[src/rtl/tpc_pkg.sv]
package tpc_pkg;

    localparam int RATE_W = 16;
    localparam int PROB_W = 16;

    typedef logic [RATE_W-1:0] rate_t;
    typedef logic [PROB_W-1:0] prob_t;

    localparam prob_t PROB_ONE = '1;

    typedef struct packed {
        rate_t alloc;
        prob_t prob;
    } entry_t;

    // admission fraction from allocation and measured offer
    function automatic prob_t prob_of(rate_t alloc, rate_t offered);
        logic [RATE_W+PROB_W-1:0] q;
        if (alloc >= offered) return PROB_ONE;
        q = {alloc, {PROB_W{1'b0}}} / {{PROB_W{1'b0}}, offered};
        return q[PROB_W-1:0];
    endfunction

    function automatic rate_t sat_add(rate_t a, rate_t b);
        logic [RATE_W:0] s;
        s = {1'b0, a} + {1'b0, b};
        return s[RATE_W] ? '1 : s[RATE_W-1:0];
    endfunction

    // linear raise toward the ceiling
    function automatic rate_t rate_up(rate_t a, rate_t ceil_r, rate_t step);
        rate_t s;
        if (a >= ceil_r) return a;
        s = sat_add(a, step);
        return (s > ceil_r) ? ceil_r : s;
    endfunction

    // geometric cut toward the floor
    function automatic rate_t rate_down(rate_t a, rate_t floor_r, int shift);
        rate_t d;
        d = a >> shift;
        if (d == '0) d = rate_t'(1);
        if (a <= floor_r) return a;
        if (d >= (a - floor_r)) return floor_r;
        return a - d;
    endfunction

endpackage

[src/rtl/tpc_lfsr.sv]
module tpc_lfsr #(
    parameter logic [15:0] SEED = 16'hACE1
) (
    input  logic        clk,
    input  logic        rst,
    output logic [15:0] sample
);
    logic [15:0] st;
    logic        fb;

    assign fb     = st[15] ^ st[13] ^ st[12] ^ st[10];
    assign sample = st;

    always_ff @(posedge clk) begin
        if (rst) st <= SEED;
        else     st <= {st[14:0], fb};
    end
endmodule

[src/rtl/tpc_meter.sv]
module tpc_meter
    import tpc_pkg::*;
#(
    parameter int NPIPE  = 4,
    parameter int LEN_W  = 12,
    parameter int PIPE_W = 2
) (
    input  logic              clk,
    input  logic              rst,
    input  logic              tick,
    input  logic              hit_valid,
    input  logic [PIPE_W-1:0] hit_pipe,
    input  logic [LEN_W-1:0]  hit_len,
    output rate_t             meas [NPIPE]
);
    rate_t run [NPIPE];
    rate_t len_r;

    assign len_r = rate_t'(hit_len);

    for (genvar g = 0; g < NPIPE; g++) begin : g_ctr
        logic mine;
        assign mine = hit_valid && (hit_pipe == PIPE_W'(g));

        always_ff @(posedge clk) begin
            if (rst) begin
                run[g]  <= '0;
                meas[g] <= '0;
            end else if (tick) begin
                meas[g] <= run[g];
                run[g]  <= mine ? len_r : '0;
            end else if (mine) begin
                run[g]  <= sat_add(run[g], len_r);
            end
        end
    end
endmodule

[src/rtl/tpc_update.sv]
module tpc_update
    import tpc_pkg::*;
#(
    parameter int NPIPE     = 4,
    parameter int PIPE_W    = 2,
    parameter int PRIO_W    = 2,
    parameter int OCC_W     = 12,
    parameter int PERIOD    = 4000,
    parameter int STEP      = 2,
    parameter int DEC_SHIFT = 3,
    parameter int LOW_MARK  = 64
) (
    input  logic                      clk,
    input  logic                      rst,
    input  logic [NPIPE*RATE_W-1:0]   cfg_min,
    input  logic [NPIPE*RATE_W-1:0]   cfg_max,
    input  logic [NPIPE*PRIO_W-1:0]   cfg_prio,
    input  logic [OCC_W-1:0]          occ,
    input  rate_t                     meas [NPIPE],
    output logic                      tick,
    output prob_t                     tab_prob [NPIPE],
    output logic                      upd_valid,
    output logic [PIPE_W-1:0]         upd_pipe,
    output entry_t                    upd_entry
);
    localparam int CNT_W = (PERIOD > 1) ? $clog2(PERIOD) : 1;
    localparam logic [CNT_W-1:0] LAST = CNT_W'(PERIOD - 1);
    localparam logic [PIPE_W-1:0] TOP = PIPE_W'(NPIPE - 1);

    rate_t              lo   [NPIPE];
    rate_t              hi   [NPIPE];
    logic [PRIO_W-1:0]  lvl  [NPIPE];
    rate_t              alloc[NPIPE];

    for (genvar g = 0; g < NPIPE; g++) begin : g_cfg
        assign lo[g]  = cfg_min[g*RATE_W +: RATE_W];
        assign hi[g]  = cfg_max[g*RATE_W +: RATE_W];
        assign lvl[g] = cfg_prio[g*PRIO_W +: PRIO_W];
    end

    logic [CNT_W-1:0]  cnt;
    logic [OCC_W-1:0]  prev_occ;
    logic              busy;
    logic [PIPE_W-1:0] idx;
    logic              spare_l;
    logic              vic_any_l;
    logic [PRIO_W-1:0] vic_lvl_l;

    assign tick = (cnt == LAST);

    // feedback bit: queue low and not growing since last tick
    logic spare;
    assign spare = (occ < OCC_W'(LOW_MARK)) && (occ <= prev_occ);

    // lowest-priority level that still holds bandwidth above its floor
    logic              vic_any;
    logic [PRIO_W-1:0] vic_lvl;
    always_comb begin
        vic_any = 1'b0;
        vic_lvl = '0;
        for (int i = 0; i < NPIPE; i++) begin
            if (alloc[i] > lo[i] && (!vic_any || lvl[i] > vic_lvl)) begin
                vic_any = 1'b1;
                vic_lvl = lvl[i];
            end
        end
    end

    rate_t nxt;
    always_comb begin
        if (spare_l)
            nxt = rate_up(alloc[idx], hi[idx], rate_t'(STEP));
        else if (vic_any_l && lvl[idx] == vic_lvl_l)
            nxt = rate_down(alloc[idx], lo[idx], DEC_SHIFT);
        else
            nxt = alloc[idx];
    end

    prob_t nxt_p;
    assign nxt_p = prob_of(nxt, meas[idx]);

    always_ff @(posedge clk) begin
        if (rst) begin
            cnt       <= '0;
            prev_occ  <= '1;
            busy      <= 1'b0;
            idx       <= '0;
            spare_l   <= 1'b0;
            vic_any_l <= 1'b0;
            vic_lvl_l <= '0;
            upd_valid <= 1'b0;
            upd_pipe  <= '0;
            upd_entry <= '0;
            for (int i = 0; i < NPIPE; i++) begin
                alloc[i]    <= '0;
                tab_prob[i] <= PROB_ONE;
            end
        end else begin
            upd_valid <= 1'b0;
            cnt       <= tick ? '0 : cnt + 1'b1;
            if (tick) begin
                busy      <= 1'b1;
                idx       <= '0;
                spare_l   <= spare;
                vic_any_l <= vic_any;
                vic_lvl_l <= vic_lvl;
                prev_occ  <= occ;
            end else if (busy) begin
                alloc[idx]      <= nxt;
                tab_prob[idx]   <= nxt_p;
                upd_valid       <= 1'b1;
                upd_pipe        <= idx;
                upd_entry.alloc <= nxt;
                upd_entry.prob  <= nxt_p;
                if (idx == TOP) busy <= 1'b0;
                else            idx  <= idx + 1'b1;
            end
        end
    end
endmodule

[src/rtl/tpc_decide.sv]
module tpc_decide
    import tpc_pkg::*;
#(
    parameter int NPIPE  = 4,
    parameter int PIPE_W = 2
) (
    input  logic              clk,
    input  logic              rst,
    input  logic              req_valid,
    input  logic [PIPE_W-1:0] req_pipe,
    input  prob_t             tab_prob [NPIPE],
    input  prob_t             rnd,
    output logic              dec_valid,
    output logic              dec_accept,
    output logic [PIPE_W-1:0] dec_pipe
);
    prob_t p;
    logic  pass;

    assign p    = tab_prob[req_pipe];
    assign pass = (p == PROB_ONE) || (rnd < p);

    always_ff @(posedge clk) begin
        if (rst) begin
            dec_valid  <= 1'b0;
            dec_accept <= 1'b0;
            dec_pipe   <= '0;
        end else begin
            dec_valid  <= req_valid;
            dec_accept <= req_valid && pass;
            if (req_valid) dec_pipe <= req_pipe;
        end
    end
endmodule

[src/rtl/tpc_ctrl.sv]
module tpc_ctrl
    import tpc_pkg::*;
#(
    parameter int NPIPE     = 4,
    parameter int PRIO_W    = 2,
    parameter int KEY_W     = 6,
    parameter int LEN_W     = 12,
    parameter int OCC_W     = 12,
    parameter int PERIOD    = 4000,
    parameter int STEP      = 2,
    parameter int DEC_SHIFT = 3,
    parameter int LOW_MARK  = 64,
    localparam int PIPE_W   = (NPIPE > 1) ? $clog2(NPIPE) : 1
) (
    input  logic                     clk,
    input  logic                     rst,
    input  logic [NPIPE*RATE_W-1:0]  cfg_min,
    input  logic [NPIPE*RATE_W-1:0]  cfg_max,
    input  logic [NPIPE*PRIO_W-1:0]  cfg_prio,
    input  logic [OCC_W-1:0]         occ,
    input  logic                     enq_valid,
    input  logic [KEY_W-1:0]         enq_key,
    input  logic [LEN_W-1:0]         enq_len,
    output logic                     dec_valid,
    output logic                     dec_accept,
    output logic [PIPE_W-1:0]        dec_pipe,
    output logic                     upd_valid,
    output logic [PIPE_W-1:0]        upd_pipe,
    output logic [RATE_W-1:0]        upd_alloc,
    output logic [PROB_W-1:0]        upd_prob
);
    logic              tick;
    logic [PIPE_W-1:0] key_pipe;
    rate_t             meas     [NPIPE];
    prob_t             tab_prob [NPIPE];
    prob_t             rnd;
    entry_t            upd_entry;

    assign key_pipe  = enq_key[KEY_W-1 -: PIPE_W];
    assign upd_alloc = upd_entry.alloc;
    assign upd_prob  = upd_entry.prob;

    tpc_lfsr u_rng (
        .clk    (clk),
        .rst    (rst),
        .sample (rnd)
    );

    tpc_meter #(.NPIPE(NPIPE), .LEN_W(LEN_W), .PIPE_W(PIPE_W)) u_meter (
        .clk       (clk),
        .rst       (rst),
        .tick      (tick),
        .hit_valid (enq_valid),
        .hit_pipe  (key_pipe),
        .hit_len   (enq_len),
        .meas      (meas)
    );

    tpc_update #(
        .NPIPE(NPIPE), .PIPE_W(PIPE_W), .PRIO_W(PRIO_W), .OCC_W(OCC_W),
        .PERIOD(PERIOD), .STEP(STEP), .DEC_SHIFT(DEC_SHIFT), .LOW_MARK(LOW_MARK)
    ) u_upd (
        .clk       (clk),
        .rst       (rst),
        .cfg_min   (cfg_min),
        .cfg_max   (cfg_max),
        .cfg_prio  (cfg_prio),
        .occ       (occ),
        .meas      (meas),
        .tick      (tick),
        .tab_prob  (tab_prob),
        .upd_valid (upd_valid),
        .upd_pipe  (upd_pipe),
        .upd_entry (upd_entry)
    );

    tpc_decide #(.NPIPE(NPIPE), .PIPE_W(PIPE_W)) u_dec (
        .clk        (clk),
        .rst        (rst),
        .req_valid  (enq_valid),
        .req_pipe   (key_pipe),
        .tab_prob   (tab_prob),
        .rnd        (rnd),
        .dec_valid  (dec_valid),
        .dec_accept (dec_accept),
        .dec_pipe   (dec_pipe)
    );
endmodule

[config.mk]
export PLATFORM = sky130hd
export DESIGN_NAME = tpc_ctrl
export DESIGN_NICKNAME = d
export VERILOG_FILES = /design/src/rtl/tpc_pkg.sv /design/src/rtl/tpc_lfsr.sv /design/src/rtl/tpc_meter.sv /design/src/rtl/tpc_update.sv /design/src/rtl/tpc_decide.sv /design/src/rtl/tpc_ctrl.sv
export SDC_FILE = /design/constraint.sdc
export NUM_CORES = 2
export LEC_CHECK = 0
export ABC_CLOCK_PERIOD_IN_PS = 137500
export CORE_ASPECT_RATIO = 0.75
export CORE_MARGIN = 3
export CORE_UTILIZATION = 57
export CTS_CLUSTER_DIAMETER = 50
export DETAILED_ROUTE_END_ITERATION = 16
export GPL_ROUTABILITY_DRIVEN = 1
export GPL_TIMING_DRIVEN = 0
export PLACE_DENSITY = 0.83
export SLEW_MARGIN = 20
export SYNTH_ARGS = -nofsm -noshare
export SYNTH_HDL_FRONTEND = slang
export SYNTH_SLANG_ARGS = --single-unit
[constraint.sdc]
create_clock -name clk -period 137.5 [get_ports clk]
set_input_delay 27.5 -clock clk [delete_from_list [all_inputs] [get_ports clk]]
set_output_delay 27.5 -clock clk [all_outputs]
set_load 0.02 [all_outputs]
==> impl_metrics.ini <==
[run_status]
status = finished clean

[synth]
synth-edff-count = 128
syn_area_per_cell_um2 = 7.73
synth.distinct_cells = 130
synth_xor_area_share_pct = 6.05
synth.area.mux_share_pct = 7.80
synthAdderAreaFrac_pct = 16.2
ys_ff_latch = 344
async_flop_share_pct = 0
synthCells = 6297
synth_nets = 7090
yosys_warnings = 0
synth_ff_type = dfxtp_1
synth-simple-area-share_pct = 22.1
synth_area_mm2 = 0.0487
yosysSeqAreaShare_pct = 16.8
synth_top_family_by_area = compound AO/OA/AOI/OAI gates
synth_compound_area_share_pct = 26.3

[worst_setup_path]
critPathRequiredTime_ns = 137.99
r2r_setup_slack_ns = 30.22
max_stage_delay_ns = 0.54
cp_max_fo = 14
endpoint = u_upd.tab_prob[48]
crit_top_cell = nor2_1
start_kind = input port
slowest_stage = clkdlybuf4s50_1
critical_path.endpoint_type = flop
arrival_ns = 131.24
rr_worst_depth = 515
crit_start = cfg_min[0]
crit_type = in -> reg
worstReg2RegStart = u_upd.idx[1]
r2r_end = u_upd.tab_prob[48]

[clock_network]
cts_tree = yes
clkLatencyLatePin_ns = 0.61
cts_max_level = 1
cts_root_buffer = clkbuf_16
cts_hold_buf = 0
clkTransAtPathRegs_ns = 0.07
clk_path_buf_depth = 3
cts_buffers = 29
cts.sinks = 344

[grt]
antenna_found_initial = 3
grt.overflow.total = 0
grt_pass1_wl_um = 257000
grt_pass1_vias = 46600
grt_max_degree = 27
grt_usage_pct = 35.7

[cells_and_area]
fin_cells = 7697
fin_area_mm2 = 0.0537
syn_to_final_growth_pct = 10.3
diodes = 0
final_nets = 7339
fill_cells = 7236
drive_gt1_share_pct = 8.72

[sta]
worstMarginPinSlew_ns = 1.25
setup_viol = 0
fin_crit_ns = 130.75
relSlewSlack_pct = 16.6
drv_slew = 0
clock.fmax_ghz = 0.00765
hold_viol = 0
finalCritPeriodShare_pct = 95.1
fin_worst_skew_ns = 0.0227

[placement]
placed_cell_area_mm2 = 0.0523
finalWeightedCongestion = 1.03
port_buffers = 203
dp_hpwl_um = 134000
dp.cells = 7636

[route]
first_iter_violations = 6556
wirelength_um = 167000
ant_nets = 0
post_drt_wl_per_cell_um = 21.7
dr_total_vias = 51200
viasPerCell = 6.65
drc = 0
first_pass_iters = 6

[floorplan]
row_count = 92
pin_count = 208
dieArea_mm2 = 0.0890
die-width_um = 343
die_y_um = 259
core_mm2 = 0.0843
initial_utilization_pct = 57.8

[min_path]
hold_depth = 1
hold_class = reg -> reg

[run]
drv_cap = 0
## worst min path at each step
stage	to	slack (ns)	start
final	u_upd.upd_entry[16]	0.45	u_upd.upd_entry[16]
after global routing	u_upd.upd_entry[16]	0.47	u_upd.upd_entry[16]
after CTS	u_upd.upd_entry[16]	0.46	u_upd.upd_entry[16]
after detailed placement	u_rng.sample[7]	0.43	u_rng.sample[6]
after global placement	u_upd.upd_entry[16]	0.43	u_upd.upd_entry[16]
after floorplan	u_rng.sample[10]	0.42	u_rng.sample[9]
## sequential cells by signal (all words and copies together), names as in the netlist, named ones only
name              cells
u_upd.upd_valid       1
u_upd.idx             2
u_dec.dec_accept      1
u_upd.tab_prob       64
u_rng.sample         16
u_upd.alloc          64
u_upd.cnt            12
u_meter.run          64
u_upd.vic_lvl_l       2
u_upd.spare_l         1
u_dec.dec_pipe        2
u_meter.meas         64
u_upd.prev_occ       12
u_dec.dec_valid       1
u_upd.busy            1
u_upd.upd_entry      32
u_upd.vic_any_l       1
u_upd.upd_pipe        2
## metrics by stage
stage / setup slack [ns] / util (%) / hold WS, ns / setup TNS (ns)
finish: 6.75 / 63.7 / 0.452 / 0
global route: -0.109 / 63.7 / 0.465 / -0.435
CTS: 0.115 / 63.3 / 0.455 / 0
detailed placement: -0.694 / 62.1 / 0.433 / -3.40
global placement: 0.992 / 61.8 / 0.434 / 0
floorplan: 20.86 / - / 0.421 / 0
## layout by cell type (no fill, tap or decap), types with 80 or more instances in the layout
cell and instances:
dfxtp_1 216, o21ai_0 349, mux4_2 85, xnor2_1 232
nor2b_1 85, mux2_2 109, nand2b_1 83, nand3_1 113
a211o_1 88, a21oi_1 563, nor3_1 160, edfxtp_1 128
o21a_1 136, xor2_1 104, a21o_1 166, clkbuf_1 118
nand2_1 546, nor2_1 721, inv_1 352, ha_1 617
clkdlybuf4s50_1 203, nand4_1 90, o21bai_1 80
## critical path: cells and delay by family
family,cells,cell delay (ns)
AOI/OAI and AO/OA,247,50.83
xor gates and xnor gates,1,0.11
buffers and inverters,59,14.60
adders and majority gates,36,11.62
muxes,9,2.90
and+or+nand+nor,158,23.35
## synthesized netlist by cell type, types with 49 or more instances
library cell | instances | area, um2
nand2_1 | 546 | 2050
mux2i_1 | 49 | 490
xor2_1 | 104 | 911
dfxtp_1 | 216 | 4320
xnor2_1 | 232 | 2030
o21ai_0 | 353 | 1770
nand3_1 | 114 | 571
nand4_1 | 90 | 563
inv_1 | 367 | 1380
mux2_2 | 109 | 1230
a21o_1 | 166 | 1250
nand2b_1 | 83 | 519
nor3_1 | 161 | 806
nor2_1 | 724 | 2720
a21oi_1 | 575 | 2880
o21bai_1 | 80 | 601
or3_1 | 52 | 325
clkbuf_1 | 143 | 537
ha_1 | 617 | 7720
o31ai_1 | 55 | 413
a31oi_1 | 55 | 344
o21a_1 | 136 | 1020
edfxtp_1 | 128 | 3840
o211ai_1 | 49 | 368
mux4_2 | 85 | 1910
a211o_1 | 88 | 771
and2_1 | 63 | 394
a211oi_1 | 63 | 473
nor2b_1 | 85 | 532
or2_2 | 70 | 438
## final cells by class
type                    instances  area (um2)  area share, %
repair buffers                220        2310           4.30
clock inverters                17         225          0.420
clock buffers                  37         791           1.47
plain buffers                 213        1030           1.92
flip-flops and latches        344        8170           15.2
multi-input cells            5370       38400           71.5
inverters                     368        1380           2.57
well taps                    1128        1410           2.63
## timing repair
item	4_1_cts	5_1_grt
endpoints found under the setup margin	5	15
pin swaps	0	4
gates resized for setup	5	109
buffers inserted	0	9
gates cloned	0	0
## per-layer routing
layer / part of all wire [%] / GRT usage (%) / vias to the layer above
met3: 14 / 8.98 / 374
met1: 43 / 51.9 / 23900
met4: 3.3 / 10.4 / 4
met2: 40 / 51.6 / 3028
met5: 0.012 / 0 / -
li1: - / - / 23800
## kinds of logic (layout without fill, tap and decap cells)
| family | Yosys count | in the layout |
|---|---|---|
| buf+inv | 583 | 855 |
| mux | 251 | 251 |
| compound gates | 1940 | 1940 |
| xor+xnor | 336 | 336 |
| fa+ha+maj | 624 | 624 |
| simple gates | 2219 | 2219 |
| flops | 344 | 344 |
Power is not shown: default switching activity piles up to over one toggle a cycle in this logic, so the estimate is an artifact.
